**config.mk**
```make
export PLATFORM = sky130hd
export DESIGN_NAME = mdio_ctrl
export DESIGN_NICKNAME = d
export VERILOG_FILES = /design/src/rtl/mdio_pkg.sv /design/src/rtl/mdio_mdc_gen.sv /design/src/rtl/mdio_frame_fsm.sv /design/src/rtl/mdio_regfile.sv /design/src/rtl/mdio_ctrl.sv
export SDC_FILE = /design/constraint.sdc
export NUM_CORES = 1
export LEC_CHECK = 0
export BUFFER_PORTS_ARGS = -buffer_cell sky130_fd_sc_hd__buf_4
export CORE_MARGIN = 2
export CORE_UTILIZATION = 35
export CTS_BUF_LIST = sky130_fd_sc_hd__clkbuf_4
export CTS_CLUSTER_SIZE = 30
export DETAILED_ROUTE_END_ITERATION = 10
export GPL_ROUTABILITY_DRIVEN = 0
export PLACE_DENSITY = 0.54
export REMOVE_ABC_BUFFERS = 1
export SETUP_SLACK_MARGIN = 0.3
export SLEW_MARGIN = 40
export SYNTH_ARGS = -nofsm -noshare
export SYNTH_HDL_FRONTEND = slang
export SYNTH_SLANG_ARGS = --single-unit
```
**constraint.sdc**
```tcl
create_clock -name clk -period 5.6 [get_ports clk]
set_input_delay 0.56 -clock clk [delete_from_list [all_inputs] [get_ports clk]]
set_output_delay 0.56 -clock clk [all_outputs]
set_load 0.01 [all_outputs]
```
**src/rtl/mdio_pkg.sv**
```systemverilog
package mdio_pkg;

    localparam int REG_W     = 64;
    localparam int PAY_W     = 16;
    localparam int FLD_W     = 5;
    localparam int PRE_BITS  = 32;
    localparam int HDR_BITS  = 2 + 2 + FLD_W + FLD_W;
    localparam int TA_BITS   = 2;
    localparam int FRAME_W   = HDR_BITS + TA_BITS + PAY_W;

    // register byte offsets
    localparam int OFF_CMD   = 'h00;
    localparam int OFF_WDATA = 'h08;
    localparam int OFF_RDATA = 'h10;
    localparam int OFF_CFG   = 'h18;
    localparam int OFF_EN    = 'h20;

    // field positions
    localparam int RA_LSB    = 0;
    localparam int PA_LSB    = 8;
    localparam int OP_LSB    = 16;
    localparam int BIT_BUSY  = 17;
    localparam int BIT_VALID = 16;
    localparam int BIT_MODE  = 24;
    localparam int BIT_PRE   = 12;

    typedef enum logic [2:0] {
        ST_IDLE,
        ST_PREAMBLE,
        ST_HEADER,
        ST_TURN,
        ST_DATA,
        ST_DONE
    } mdio_state_e;

    typedef struct packed {
        logic       legal;
        logic       is_read;
        logic [1:0] st;
        logic [1:0] wire_op;
    } mdio_op_t;

    function automatic mdio_op_t decode_op(input logic c45, input logic [1:0] op);
        mdio_op_t r;
        r.legal   = 1'b0;
        r.is_read = 1'b0;
        r.st      = c45 ? 2'b00 : 2'b01;
        r.wire_op = 2'b00;
        if (!c45) begin
            case (op)
                2'd0:    begin r.legal = 1'b1; r.wire_op = 2'b01; end
                2'd1:    begin r.legal = 1'b1; r.is_read = 1'b1; r.wire_op = 2'b10; end
                default: r.legal = 1'b0;
            endcase
        end else begin
            case (op)
                2'd0:    begin r.legal = 1'b1; r.wire_op = 2'b00; end
                2'd1:    begin r.legal = 1'b1; r.wire_op = 2'b01; end
                2'd3:    begin r.legal = 1'b1; r.is_read = 1'b1; r.wire_op = 2'b11; end
                default: r.legal = 1'b0;
            endcase
        end
        return r;
    endfunction

endpackage

```
**src/rtl/mdio_mdc_gen.sv**
```systemverilog
module mdio_mdc_gen #(
    parameter int DIV_W = 8
) (
    input  logic             clk,
    input  logic             rst_n,
    input  logic             run,
    input  logic [DIV_W-1:0] div,
    output logic             mdc,
    output logic             rise_tick,
    output logic             fall_tick
);

    localparam int HW = DIV_W - 1;

    logic [HW-1:0] half;
    logic [HW-1:0] cnt_q;
    logic          mdc_q;
    logic          edge_now;

    always_comb begin
        half = div[DIV_W-1:1];
        if (half == '0) half = HW'(1);
    end

    assign edge_now  = run && (cnt_q >= half - 1'b1);
    assign rise_tick = edge_now && !mdc_q;
    assign fall_tick = edge_now && mdc_q;
    assign mdc       = mdc_q;

    always_ff @(posedge clk or negedge rst_n) begin
        if (!rst_n) begin
            cnt_q <= '0;
            mdc_q <= 1'b0;
        end else if (!run) begin
            cnt_q <= '0;
            mdc_q <= 1'b0;
        end else if (edge_now) begin
            cnt_q <= '0;
            mdc_q <= ~mdc_q;
        end else begin
            cnt_q <= cnt_q + 1'b1;
        end
    end

endmodule

```
**src/rtl/mdio_frame_fsm.sv**
```systemverilog
module mdio_frame_fsm
    import mdio_pkg::*;
(
    input  logic                clk,
    input  logic                rst_n,
    input  logic                en,
    input  logic                start,
    input  logic                is_read,
    input  logic                pre_en,
    input  logic [HDR_BITS-1:0] hdr,
    input  logic [PAY_W-1:0]    payload,
    input  logic                rise_tick,
    input  logic                fall_tick,
    input  logic                mdio_i,
    output logic                run,
    output logic                mdio_o,
    output logic                mdio_oe,
    output logic                done,
    output logic [PAY_W-1:0]    rd_data
);

    localparam int CNT_W = $clog2(PRE_BITS + 1);

    mdio_state_e          state_q, state_d;
    logic [CNT_W-1:0]     cnt_q;
    logic [FRAME_W-1:0]   frame_q;
    logic [PAY_W-1:0]     rd_q;
    logic                 read_q;
    logic                 last_slot;

    always_comb begin
        unique case (state_q)
            ST_PREAMBLE: last_slot = (cnt_q == CNT_W'(PRE_BITS - 1));
            ST_HEADER:   last_slot = (cnt_q == CNT_W'(HDR_BITS - 1));
            ST_TURN:     last_slot = (cnt_q == CNT_W'(TA_BITS - 1));
            ST_DATA:     last_slot = (cnt_q == CNT_W'(PAY_W - 1));
            default:     last_slot = 1'b0;
        endcase
    end

    // next state
    always_comb begin
        state_d = state_q;
        unique case (state_q)
            ST_IDLE:     if (start && en) state_d = pre_en ? ST_PREAMBLE : ST_HEADER;
            ST_PREAMBLE: if (fall_tick && last_slot) state_d = ST_HEADER;
            ST_HEADER:   if (fall_tick && last_slot) state_d = ST_TURN;
            ST_TURN:     if (fall_tick && last_slot) state_d = ST_DATA;
            ST_DATA:     if (fall_tick && last_slot) state_d = ST_DONE;
            ST_DONE:     state_d = ST_IDLE;
            default:     state_d = ST_IDLE;
        endcase
        if (!en && state_q != ST_IDLE) state_d = ST_IDLE;
    end

    // state register
    always_ff @(posedge clk or negedge rst_n) begin
        if (!rst_n) state_q <= ST_IDLE;
        else        state_q <= state_d;
    end

    // datapath
    always_ff @(posedge clk or negedge rst_n) begin
        if (!rst_n) begin
            cnt_q   <= '0;
            frame_q <= '0;
            rd_q    <= '0;
            read_q  <= 1'b0;
        end else begin
            if (state_d != state_q)  cnt_q <= '0;
            else if (fall_tick)      cnt_q <= cnt_q + 1'b1;

            if (state_q == ST_IDLE && start && en) begin
                frame_q <= {hdr, 2'b10, payload};
                read_q  <= is_read;
            end else if (fall_tick && (state_q == ST_HEADER || state_q == ST_TURN ||
                                       state_q == ST_DATA)) begin
                frame_q <= {frame_q[FRAME_W-2:0], 1'b0};
            end

            if (rise_tick && state_q == ST_DATA) rd_q <= {rd_q[PAY_W-2:0], mdio_i};
        end
    end

    // outputs
    always_comb begin
        run     = 1'b0;
        mdio_oe = 1'b0;
        mdio_o  = 1'b0;
        done    = 1'b0;
        unique case (state_q)
            ST_IDLE:     ;
            ST_PREAMBLE: begin run = 1'b1; mdio_oe = en; mdio_o = en; end
            ST_HEADER:   begin run = 1'b1; mdio_oe = en; mdio_o = en && frame_q[FRAME_W-1]; end
            ST_TURN,
            ST_DATA:     begin
                run     = 1'b1;
                mdio_oe = en && !read_q;
                mdio_o  = en && !read_q && frame_q[FRAME_W-1];
            end
            ST_DONE:     done = 1'b1;
            default:     ;
        endcase
    end

    assign rd_data = rd_q;

endmodule

```
**src/rtl/mdio_regfile.sv**
```systemverilog
module mdio_regfile
    import mdio_pkg::*;
#(
    parameter int ADDR_W    = 8,
    parameter int DIV_W     = 8,
    parameter int DIV_RESET = 8
) (
    input  logic                clk,
    input  logic                rst_n,
    input  logic [ADDR_W-1:0]   bus_addr,
    input  logic                bus_wr,
    input  logic                bus_rd,
    input  logic [REG_W-1:0]    bus_wdata,
    output logic [REG_W-1:0]    bus_rdata,
    input  logic                fsm_done,
    input  logic [PAY_W-1:0]    fsm_rd_data,
    output logic                start,
    output logic                start_read,
    output logic [HDR_BITS-1:0] hdr,
    output logic [PAY_W-1:0]    payload,
    output logic                pre_en,
    output logic [DIV_W-1:0]    div,
    output logic                en,
    output logic                wr_pend,
    output logic                rd_pend,
    output logic                rd_valid
);

    localparam logic [ADDR_W-1:0] A_CMD   = ADDR_W'(OFF_CMD);
    localparam logic [ADDR_W-1:0] A_WDATA = ADDR_W'(OFF_WDATA);
    localparam logic [ADDR_W-1:0] A_RDATA = ADDR_W'(OFF_RDATA);
    localparam logic [ADDR_W-1:0] A_CFG   = ADDR_W'(OFF_CFG);
    localparam logic [ADDR_W-1:0] A_EN    = ADDR_W'(OFF_EN);

    logic [FLD_W-1:0]  ra_q, pa_q;
    logic [1:0]        op_q;
    logic [PAY_W-1:0]  wdat_q, rdat_q;
    logic              c45_q, pre_q, en_q;
    logic [DIV_W-1:0]  div_q;
    logic              wpend_q, rpend_q, valid_q;
    logic              start_q, start_rd_q;
    logic [HDR_BITS-1:0] hdr_q;
    logic [REG_W-1:0]  rd_mux;
    logic [FLD_W-1:0]  cmd_ra, cmd_pa;
    logic              accept;
    mdio_op_t          dec;

    assign cmd_ra = bus_wdata[RA_LSB +: FLD_W];
    assign cmd_pa = bus_wdata[PA_LSB +: FLD_W];

    always_comb dec = decode_op(c45_q, bus_wdata[OP_LSB +: 2]);

    assign accept = bus_wr && (bus_addr == A_CMD) && en_q && !wpend_q && !rpend_q && dec.legal;

    always_ff @(posedge clk or negedge rst_n) begin
        if (!rst_n) begin
            ra_q       <= '0;
            pa_q       <= '0;
            op_q       <= '0;
            wdat_q     <= '0;
            rdat_q     <= '0;
            c45_q      <= 1'b0;
            pre_q      <= 1'b0;
            en_q       <= 1'b0;
            div_q      <= DIV_W'(DIV_RESET);
            wpend_q    <= 1'b0;
            rpend_q    <= 1'b0;
            valid_q    <= 1'b0;
            start_q    <= 1'b0;
            start_rd_q <= 1'b0;
            hdr_q      <= '0;
        end else begin
            start_q <= accept;
            if (bus_wr && bus_addr == A_WDATA) wdat_q <= bus_wdata[PAY_W-1:0];
            if (bus_wr && bus_addr == A_EN)    en_q   <= bus_wdata[0];
            if (bus_wr && bus_addr == A_CFG) begin
                div_q <= bus_wdata[DIV_W-1:0];
                pre_q <= bus_wdata[BIT_PRE];
                c45_q <= bus_wdata[BIT_MODE];
            end
            if (fsm_done) begin
                if (rpend_q) begin
                    valid_q <= 1'b1;
                    rdat_q  <= fsm_rd_data;
                end
                wpend_q <= 1'b0;
                rpend_q <= 1'b0;
            end
            if (!en_q) begin
                wpend_q <= 1'b0;
                rpend_q <= 1'b0;
            end
            if (accept) begin
                ra_q       <= cmd_ra;
                pa_q       <= cmd_pa;
                op_q       <= bus_wdata[OP_LSB +: 2];
                hdr_q      <= {dec.st, dec.wire_op, cmd_pa, cmd_ra};
                start_rd_q <= dec.is_read;
                wpend_q    <= !dec.is_read;
                rpend_q    <= dec.is_read;
                if (dec.is_read) valid_q <= 1'b0;
            end
        end
    end

    always_comb begin
        rd_mux = '0;
        unique case (bus_addr)
            A_CMD: begin
                rd_mux[RA_LSB +: FLD_W] = ra_q;
                rd_mux[PA_LSB +: FLD_W] = pa_q;
                rd_mux[OP_LSB +: 2]     = op_q;
            end
            A_WDATA: begin
                rd_mux[PAY_W-1:0] = wdat_q;
                rd_mux[BIT_BUSY]  = wpend_q;
            end
            A_RDATA: begin
                rd_mux[PAY_W-1:0] = rdat_q;
                rd_mux[BIT_VALID] = valid_q;
                rd_mux[BIT_BUSY]  = rpend_q;
            end
            A_CFG: begin
                rd_mux[DIV_W-1:0] = div_q;
                rd_mux[BIT_PRE]   = pre_q;
                rd_mux[BIT_MODE]  = c45_q;
            end
            A_EN:    rd_mux[0] = en_q;
            default: rd_mux = '0;
        endcase
    end

    always_ff @(posedge clk or negedge rst_n) begin
        if (!rst_n)      bus_rdata <= '0;
        else if (bus_rd) bus_rdata <= rd_mux;
    end

    assign start      = start_q;
    assign start_read = start_rd_q;
    assign hdr        = hdr_q;
    assign payload    = wdat_q;
    assign pre_en     = pre_q;
    assign div        = div_q;
    assign en         = en_q;
    assign wr_pend    = wpend_q;
    assign rd_pend    = rpend_q;
    assign rd_valid   = valid_q;

endmodule

```
**src/rtl/mdio_ctrl.sv**
```systemverilog
module mdio_ctrl
    import mdio_pkg::*;
#(
    parameter int ADDR_W    = 8,
    parameter int DIV_W     = 8,
    parameter int DIV_RESET = 8
) (
    input  logic              clk,
    input  logic              rst_n,
    input  logic [ADDR_W-1:0] bus_addr,
    input  logic              bus_wr,
    input  logic              bus_rd,
    input  logic [REG_W-1:0]  bus_wdata,
    output logic [REG_W-1:0]  bus_rdata,
    output logic              mdc,
    input  logic              mdio_i,
    output logic              mdio_o,
    output logic              mdio_oe
);

    logic                start, start_read, pre_en, en;
    logic                wr_pend, rd_pend, rd_valid;
    logic                run, rise_tick, fall_tick, done;
    logic [HDR_BITS-1:0] hdr;
    logic [PAY_W-1:0]    payload, rd_data;
    logic [DIV_W-1:0]    div;

    mdio_regfile #(
        .ADDR_W    (ADDR_W),
        .DIV_W     (DIV_W),
        .DIV_RESET (DIV_RESET)
    ) u_regs (
        .clk         (clk),
        .rst_n       (rst_n),
        .bus_addr    (bus_addr),
        .bus_wr      (bus_wr),
        .bus_rd      (bus_rd),
        .bus_wdata   (bus_wdata),
        .bus_rdata   (bus_rdata),
        .fsm_done    (done),
        .fsm_rd_data (rd_data),
        .start       (start),
        .start_read  (start_read),
        .hdr         (hdr),
        .payload     (payload),
        .pre_en      (pre_en),
        .div         (div),
        .en          (en),
        .wr_pend     (wr_pend),
        .rd_pend     (rd_pend),
        .rd_valid    (rd_valid)
    );

    mdio_mdc_gen #(.DIV_W(DIV_W)) u_mdc (
        .clk       (clk),
        .rst_n     (rst_n),
        .run       (run),
        .div       (div),
        .mdc       (mdc),
        .rise_tick (rise_tick),
        .fall_tick (fall_tick)
    );

    mdio_frame_fsm u_fsm (
        .clk       (clk),
        .rst_n     (rst_n),
        .en        (en),
        .start     (start),
        .is_read   (start_read),
        .pre_en    (pre_en),
        .hdr       (hdr),
        .payload   (payload),
        .rise_tick (rise_tick),
        .fall_tick (fall_tick),
        .mdio_i    (mdio_i),
        .run       (run),
        .mdio_o    (mdio_o),
        .mdio_oe   (mdio_oe),
        .done      (done),
        .rd_data   (rd_data)
    );

endmodule

```
## Word level (Yosys, flattened, before mapping)

Index checks and enable logic that the tools add are counted.

- Bits of input ports: 77
- Output and inout port bits: 67
- Register bits: 159
- Logic and storage cells: 136

- Mux-type cells: 48
- Add/sub/neg operators: 3
- Equality and inequality tests: 18
- Order comparisons: 1
- Bitwise operators: 1
- Reduce and logical (&&, ||, !) cells: 42

Operators with widths:

| kind | count |
|---|---|
| 2-to-1 mux 32 bit | 2 |
| logical AND 1 bit | 21 |
| 2-to-1 mux 7 bit | 3 |
| 2-to-1 mux 1 bit | 18 |
| 2-to-1 mux 3 bit | 6 |
| equality test 8 x 5 -> 1 bit, second input constant | 2 |
| one-hot mux 4 bit (4 select lines) | 1 |
| one-hot mux 3 bit (5 select lines) | 1 |
| equality test 6 x 4 -> 1 bit, second input constant | 2 |
| 2-to-1 mux 6 bit | 2 |
| one-hot mux 4 bit (3 select lines) | 1 |
| one-hot mux 3 bit (3 select lines) | 1 |
| equality test 8 x 4 -> 1 bit, second input constant | 1 |
| equality test 8 x 6 -> 1 bit, second input constant | 1 |
| logical NOT 8 bit | 1 |
| one-hot mux 1 bit (4 select lines) | 2 |
| one-hot mux 2 bit (2 select lines) | 2 |
| adder 7 x 1 -> 7 bit, second input constant | 1 |
| >= comparator 7 bit | 1 |
| logical NOT 7 bit | 1 |
| subtractor 7 x 1 -> 7 bit, second input constant | 1 |
| adder 6 x 1 -> 6 bit, second input constant | 1 |
| equality test 3 x 2 -> 1 bit, second input constant | 2 |
| equality test 3 bit, second input constant | 2 |
| 24 further kinds | 37 |

## Longest topological paths before layout

Gate-level depths: netlist of run 1.

- Depth after elaboration: 12
- Depth in mapped cells: 15
- Mapped depth without buffers: 13

## Hierarchy

A second synthesis of run 1 with hierarchy kept.

- Cell total of the unflattened synthesis: 648
- Area, all modules: 7,430.9 um^2

By module, submodules not included:

| module | instances | cells an instance | sequential area each (um^2) | area each (um^2) |
|---|---|---|---|---|
| mdio_regfile | 1 | 314 | 2,053.2 | 4,002.6 |
| mdio_frame_fsm | 1 | 266 | 1,451.4 | 2,800.2 |
| mdio_mdc_gen | 1 | 68 | 200.2 | 628.1 |

## Worst setup path after synthesis of run 1

Ideal clock, no wire load.

- Path type: register to register
- Start point: register u_regs.div_q[3] (netlist: u_regs.div[3])
- End point: register u_fsm.cnt_q[4]
- Period minus slack after synthesis: 3.479 ns
- Required time: 5.523 ns
- Stages on the path, launching flop included: 13
- Data arrival time: 3.401 ns
- Path buffers: 0
- Setup slack: 2.121 ns
- Library setup time: 0.077 ns
- Cell sequence: dfstp_2 > or3_1 > nor3_1 > a21oi_1 > ha_1 > or3b_2 > xor2_1 > ha_1 > nand4_1 > o32ai_1 > nand2_1 > or4_1 > a21oi_1

- Longest elaborated chain between the ends: 12
- Elaborated cells between the ends (all ways): 16
- Those cells by class: add/sub: 1; order compare: 1; eq/ne: 1; mux: 8; reduce/logical: 5

Ends and longest elaborated chain:

| element | line | text |
|---|---|---|
| start: declaration | mdio_regfile.sv:39 | `logic [DIV_W-1:0] div_q;` |
| start signal: assignment | mdio_regfile.sv:65 | `div_q <= DIV_W'(DIV_RESET);` |
| start signal: assignment | mdio_regfile.sv:77 | `div_q <= bus_wdata[DIV_W-1:0];` |
| logical NOT 7 bit | mdio_mdc_gen.sv:22 | `if (half == '0) half = HW'(1);` |
| 2-to-1 mux 7 bit * | mdio_mdc_gen.sv:22 |  |
| subtractor 7 x 1 -> 7 bit * | mdio_mdc_gen.sv:25 | `assign edge_now = run && (cnt_q >= half - 1'b1);` |
| >= comparator 7 bit * | mdio_mdc_gen.sv:25 |  |
| logical AND 1 bit * | mdio_mdc_gen.sv:25 |  |
| logical AND 1 bit * | mdio_mdc_gen.sv:27 | `assign fall_tick = edge_now && mdc_q;` |
| logical AND 1 bit | -- |  |
| 2-to-1 mux 3 bit, on equally long branches | -- |  |
| one-hot mux 3 bit (5 select lines) | mdio_frame_fsm.sv:44 | `unique case (state_q)` |
| 2-to-1 mux 3 bit | mdio_frame_fsm.sv:53 | `if (!en && state_q != ST_IDLE) state_d = ST_IDLE;` |
| != test 3 bit | mdio_frame_fsm.sv:70 | `if (state_d != state_q) cnt_q <= '0;` |
| 2-to-1 mux 6 bit / nonzero test 2 bit (equally long branches) | -- |  |
| end signal: assignment | mdio_frame_fsm.sv:71 | `else if (fall_tick) cnt_q <= cnt_q + 1'b1;` |
| end: declaration | mdio_frame_fsm.sv:25 | `logic [CNT_W-1:0] cnt_q;` |

Mark *: on every way between the ends. The rest lies on a longest branch, timed or not.
A chain may end at the register's enable or synchronous reset.

## Final worst setup path of run 1

- Start point: register u_regs.div_q[3] (netlist: u_regs.div[3])
- End point: register u_fsm.frame_q[23]

- Longest elaborated chain between the ends: 8

Ends and longest elaborated chain:

| element | line | text |
|---|---|---|
| logical NOT 7 bit | mdio_mdc_gen.sv:22 |  |
| 2-to-1 mux 7 bit * | mdio_mdc_gen.sv:22 |  |
| subtractor 7 x 1 -> 7 bit * | mdio_mdc_gen.sv:25 |  |
| >= comparator 7 bit * | mdio_mdc_gen.sv:25 |  |
| logical AND 1 bit * | mdio_mdc_gen.sv:25 |  |
| logical AND 1 bit * | mdio_mdc_gen.sv:27 |  |
| logical AND 1 bit * | mdio_frame_fsm.sv:76 | `end else if (fall_tick && (state_q == ST_HEADER \|\| state_q == ST_TURN \|\|` |
| nonzero test 2 bit (no line) * | -- |  |
| end signal: assignment | mdio_frame_fsm.sv:74 | `frame_q <= {hdr, 2'b10, payload};` |
| end signal: assignment | mdio_frame_fsm.sv:78 | `frame_q <= {frame_q[FRAME_W-2:0], 1'b0};` |
| end: declaration | mdio_frame_fsm.sv:26 | `logic [FRAME_W-1:0] frame_q;` |

Marks and branches as above.

==> results of run 1 <==
stage by stage:
| stage | utilization (%) | instance area, sq um | power, mW | setup WS [ps] |
|---|---|---|---|---|
| after floorplan | - | 6870 | 1.18 | 1360 |
| after global placement | 37.8 | 7640 | 1.25 | 1350 |
| after detailed placement | 37.8 | 7650 | 1.26 | 1660 |
| after CTS | 39.4 | 7960 | 1.98 | 1610 |
| after global routing | 39.4 | 7970 | 2.05 | 1340 |
| final | 39.4 | 7970 | 1.96 | 1590 |
power by group through the flow:
stage	Sequential, mW	Combinational, mW	Clock, mW
6_report	1.09	0.147	0.723
5_1_grt	1.09	0.166	0.798
4_1_cts	1.09	0.150	0.746
3_5_place_dp	1.11	0.149	0
3_3_place_gp	1.11	0.146	0
2_1_floorplan	1.10	0.0763	0
final timing paths:
path                                   endpoint  depth (start not counted)
max in group asynchronous      u_regs.rdat_q[4]                          2
setup reg to reg              u_fsm.frame_q[23]                         14
setup / recovery              u_fsm.frame_q[23]                         14
min in group clk             u_regs.payload[13]                          2
hold reg to reg               u_fsm.frame_q[22]                          1
hold / removal             u_regs.bus_rdata[12]                          1
metal layers:
layer / vias to the layer above / global-route usage [%] / share of wire (%)
met5: - / 0 / 0
met4: 0 / 4.47 / 1.4
met3: 18 / 3.40 / 3.6
met2: 104 / 24.9 / 49
met1: 2440 / 20.0 / 46
li1: 2224 / - / -
sequential cells by signal, summed over array words and instances, names as in the netlist, 6 cells and up:
register          flops
u_fsm.cnt_q           6
u_regs.rdat_q        16
u_mdc.cnt_q           7
u_fsm.frame_q        32
u_regs.bus_rdata     19
u_regs.div            8
u_fsm.rd_data        16
u_regs.payload       16
placed cells by master, fill, tap and decap left out, drive strengths merged, types with 15 or more instances in the layout:
cell	count
nand2	30
conb	45
a21o	18
and3	18
dfrtp	146
buf	57
mux2	77
a22o	16
inv	25
clkbuf	17
a21oi	15
nor2	30
o21ai	26
nand3	25
worst reg2reg max path: cells and delay by family, from the launching register on:
kind | cells | cell delay, ps
xor gates and xnor gates | 1 | 150
adders and majority gates | 2 | 550
AOI/OAI and AO/OA | 4 | 830
DFF | 1 | 620
and+or+nand+nor | 5 | 1400
buffers and inverters | 2 | 420
kinds of logic after synthesis:
logic type | synth area share, %
mux | 15.7
fa+ha+maj | 1.74
simple gates | 10.5
compound gates | 11.2
buf+inv | 8.03
xor+xnor | 1.70
flops | 51.1
other cells | 0.0521
area by class of cell:
type,instances,share of cell area [%]
inverter,22,1.04
multi-input combinational,421,39.1
clock inverter,15,2.29
clock buffer,17,1.60
antenna,1,0.0314
sequential,147,46.2
tap,270,4.24
timing repair buffer,57,5.47
==> metrics.cfg, run 1 <==
[outcome]
status=finished, final reports clean

[clock_tree]
clkLatencyLatePin_ps=570
clockBufferDepth=2
cts_setup_buffers=0
cts_tree=done
clkSinkCount=147
clk_pin_slew_ps=130
root_buffer=clkbuf_4
htreeDepth=4
holdBufCountCts=0
numCtsBuffers=17
ctsResizeCount=0

[sta]
drv_slew=0
clock.fmax_ghz=0.250
rsz0062_at_grt=false
slew_headroom_pct=43.3
tightest_slew_ps=851
fin_crit_sh_pct=71.6
period_needed_ps=4010
setup_tns_ps=0
skew_ps=16.7
setup-violations-final=0
hold_viol=0
holdWs_ps=9.27

[floorplanning]
die_area_sq_um=21700
die_w_microns=147
core_sq_um=20200
ios=144
die_h_microns=147
start_util_pct=35.6
num_rows=52

[synthesis]
synth_most_common_cell=dfrtp_1
netlist_area_sq_um=7200
syn_area_per_cell_sq_um=11.6
synth-edff-count=0
synthFlopType=dfrtp_1
synth_cell_type_count=56
synth_cells=623
synth_common_cells=dfrtp_1, mux2_2, buf_4
ys_warn_count=0
ys_seq_elements=147
synth_top_area_share_pct=50.7
synth_area_leader_cell=dfrtp_1
async_flop_share_pct=100
seq_area_frac_synth_pct=51.1
ys_top_cells_by_area=dfrtp_1, mux2_2, buf_4

[final_layout]
fill_cells=2006
layout.cells.non_filler=950
synthToLayoutAreaGrowth_pct=10.7
final-seq-area_sq_um=3680
nNetsFinal=753
multi_input_area_sq_um=3120
drive_gt1_share_pct=27.1

[setup_path]
cp-start-kind=flip-flop
crit_buf_inv=2
cp_max_fo=26
regToRegSetupSlack_ps=1590
criticalPathCategory=reg -> reg
crit_family=simple AND/OR/NAND/NOR gates
rr_startpoint=u_regs.div[3]
cp_slowest_cell=dfstp_2
critPathRequiredTime_ps=6110
critPathLaunch=u_regs.div[3]
crit_arrival_ps=4510
slowest_delay_ps=620
crit_chain=or3_1 -> nor3_1 -> a21oi_1 -> ha_1 -> or3b_2 -> xor2_1 -> ha_1 -> a21oi_1 -> o32ai_1 -> buf_4 -> and2_1 -> buf_4 -> nor2_4 -> a221o_1
worstSetupEndpointType=flip-flop

[power_and_ir_drop]
power_frac_comb_pct=7.5
clkPwrFrac_pct=37.0
ir_drop_v=0.000112
p_int_mw=1.44
switching_power_mw=0.511
p_leak_nw=4.03
power_frac_seq_pct=55.5
cellPowerDensity_nw_per_um2=245
swShare_pct=26.1

[routing]
via_per_inst=5.04
routed_wirelength_microns=15400
ant_nets=0
via_count=4786
drt_iter0_markers=258
drc=0
dr.pass1.iters=4
wl_per_cell_microns=16.3

[run]
cap_violations=0

[hold_path]
min_path_type=in -> async

[place]
dp_hpwl_microns=10300
dp.cells=917
port-buffer-count=53

[global_routing]
track_usage_pct=15.1
grt_max_degree=97
grt_overflow_total=0
antenna_found_initial=1
grt_pass1_wl_microns=25800
grt_pass1_vias=4908

Power figures use the tool's default switching activity.
==> inputs of run 2 (changes only) <==
Settings changed: PLACE_DENSITY 0.54 to 0.56.
Clock period 5.6 ns to 3.5 ns, I/O delays scaled along.
==> run 2 against run 1 <==
Compared with the run above:
- clock-buffer cell count stayed put
- largest power group unchanged
- routed wire length up 8.8%
- largest cell class unchanged
- total power increased by 72%
- critical path type unchanged
- via count rose by 5.5%
==> metrics.cfg, run 2 (synthesis results as in run 1) <==
[global_routing]
grt_max_degree=61  ; -37%
antenna_found_initial=1  ; unchanged
track_usage_pct=15.8  ; +0.78 points
grt_pass1_wl_microns=27100  ; +5.0%
grt_pass1_vias=5172  ; +5.4%
grt_overflow_total=0  ; unchanged

[outcome]
status=finished, final reports clean

[power_and_ir_drop]
swShare_pct=25.3  ; -0.82 points
p_leak_nw=4.42  ; +9.6%
p_total_mw=3.36  ; +72%
cellPowerDensity_nw_per_um2=386  ; +57%
ir_drop_v=0.000211  ; +88%
p_int_mw=2.51  ; +74%
power_frac_seq_pct=51.6  ; -3.9 points
clkPwrFrac_pct=38.9  ; +1.9 points
switching_power_mw=0.850  ; +66%
power_frac_comb_pct=9.5  ; +2.0 points

[place]
dp.cells=936  ; +2.1%
dp_hpwl_microns=11000  ; +6.8%
port-buffer-count=53  ; unchanged

[clock_tree]
clkSinkCount=147  ; unchanged
root_buffer=clkbuf_4
clk_pin_slew_ps=130  ; about the same
numCtsBuffers=17  ; unchanged
cts_tree=done
htreeDepth=4  ; unchanged
clkLatencyLatePin_ps=550  ; -20 ps
clockBufferDepth=2  ; unchanged

[setup_path]
crit_chain=or3_4 -> nor3_4 -> a21oi_2 -> ha_2 -> or3b_4 -> xor2_1 -> ha_1 -> nand3_2 -> o31a_1 -> or3_4 -> buf_12 -> mux2_2
crit_family=simple AND/OR/NAND/NOR gates
criticalPathCategory=reg -> reg
crit_buf_inv=1  ; -1
cp_common_cell=or3_4
slowest_delay_ps=550  ; -70 ps
cp-start-kind=flip-flop
cp_slowest_cell=dfstp_2
cp_max_fo=8  ; -69%
crit_arrival_ps=3720  ; -790 ps
worstSetupEndpointType=flip-flop
critPathRequiredTime_ps=3930  ; -2180 ps

[routing]
routed_wirelength_microns=16800  ; +8.8%
via_per_inst=5.06  ; +0.52%
drt_iter0_markers=262  ; +1.6%
drc=0  ; unchanged
dr.pass1.iters=5  ; +1
wl_per_cell_microns=16.9  ; +3.7%
ant_nets=0  ; unchanged
via_count=5049  ; +5.5%

[floorplanning]
num_rows=52  ; unchanged
die_h_microns=147  ; unchanged
die_area_sq_um=21700  ; unchanged
start_util_pct=35.6  ; unchanged
die_w_microns=147  ; unchanged
ios=144  ; unchanged
core_sq_um=20200  ; unchanged

[run]
cap_violations=0  ; unchanged

[sta]
slew_headroom_pct=49.2  ; +6.0 points
clock.fmax_ghz=0.304  ; +22%
tightest_slew_ps=759  ; -91.8 ps
drv_slew=0  ; unchanged
period_needed_ps=3290  ; -716 ps
hold_viol=0  ; unchanged
rsz0062_at_grt=true
fin_crit_sh_pct=94.0  ; +22 points
setup-violations-final=0  ; unchanged
skew_ps=21.4  ; +4.65 ps

[final_layout]
nNetsFinal=799  ; +6.1%
regMostFlops=u_fsm.frame_q
fill_cells=1916  ; -4.5%
mostFrequentLayoutCells=dfrtp_1, buf_4, mux2_2, conb_1, nor2_1
synthToLayoutAreaGrowth_pct=20.8
layout.cells.non_filler=997  ; +4.9%
top_regs=u_fsm.frame_q x32, u_regs.bus_rdata x19
final_common_cell=dfrtp_1
largest_reg_flops=32  ; unchanged
drive_gt1_share_pct=33.4  ; +6.3 points

[hold_path]
min_path_type=in -> reg

## run 2: cell types whose count changed in the layout (fill, tap and decap cells not counted), moves of 4 or more
cell and delta:
buf_6 +5, nand2_1 -4, a21oi_1 -5, dlygate4sd3_1 +12, buf_4 +19, a21oi_2 +4
## run 2: area by class of cell
| cell class | instances | area, sq um | share of cell area [%] |
|---|---|---|---|
| diodes | 2 | 5.00 | 0.0576 |
| multi-input cells | 423 | 3310 | 38.0 |
| well taps | 270 | 338 | 3.89 |
| clock buffers | 17 | 128 | 1.47 |
| repair buffers | 101 | 930 | 10.7 |
| inverters | 22 | 82.6 | 0.950 |
| clock inverters | 15 | 225 | 2.59 |
| flip-flops and latches | 147 | 3680 | 42.3 |
## run 2: worst paths after layout
check                                        from                 to  slack, ps  cells past startpoint
worst max-delay path                u_regs.div[3]   u_fsm.rd_data[6]        210                     12
worst min-delay path                 bus_wdata[4]      u_regs.hdr[4]         50                      2
worst max register to register      u_regs.div[3]   u_fsm.rd_data[6]        210                     12
worst min register to register  u_fsm.frame_q[22]  u_fsm.frame_q[22]        490                      1
max in group asynchronous                   rst_n  u_regs.payload[9]       2220                      4
min in group asynchronous                   rst_n  u_fsm.frame_q[31]        300                      2
## run 2: power by group through the flow
stage | clock [mW] | sequential (mW) | combinational [mW]
floorplan | 0 | 1.76 | 0.122
global placement | 0 | 1.76 | 0.261
detailed placement | 0 | 1.76 | 0.271
CTS | 1.34 | 1.73 | 0.312
global route | 1.42 | 1.74 | 0.356
finish | 1.31 | 1.73 | 0.320
## run 2: stage by stage
stage	hold slack (ps)	instance area (sq um)	util (%)	setup slack, ps	setup TNS, ps
finish	54.7	8690	43.0	209	0
global route	1.60	8690	43.0	87.5	0
CTS	2.75	8420	41.6	243	0
detailed placement	315	7820	38.7	-125	-239
global placement	458	7790	38.5	-208	-4240
floorplan	54.4	6870	-	-737	-19600
## run 2: what timing repair did
action / in CTS / in global routing
setup endpoints to repair: 55 / 62
cloned: 3 / 4
resized for setup: 19 / 36
hold endpoints to repair: 63 / 3
hold buffers: 9 / 3
buffers inserted: 5 / 3
pin swaps: 13 / 17
## run 2: worst register-to-register path, cell delays in order (launching register included)
cell	delay, ps
dfstp_2	550
or3_4	130
nor3_4	40
a21oi_2	160
ha_2	190
or3b_4	370
xor2_1	150
ha_1	330
nand3_2	80
o31a_1	280
or3_4	450
buf_12	170
mux2_2	280
## run 2: routing by layer
layer | routed length [microns] | track usage (%)
met1 | 7610 | 21.0
met2 | 8330 | 26.1
met3 | 493 | 2.99
met4 | 374 | 5.67
met5 | 0 | 0
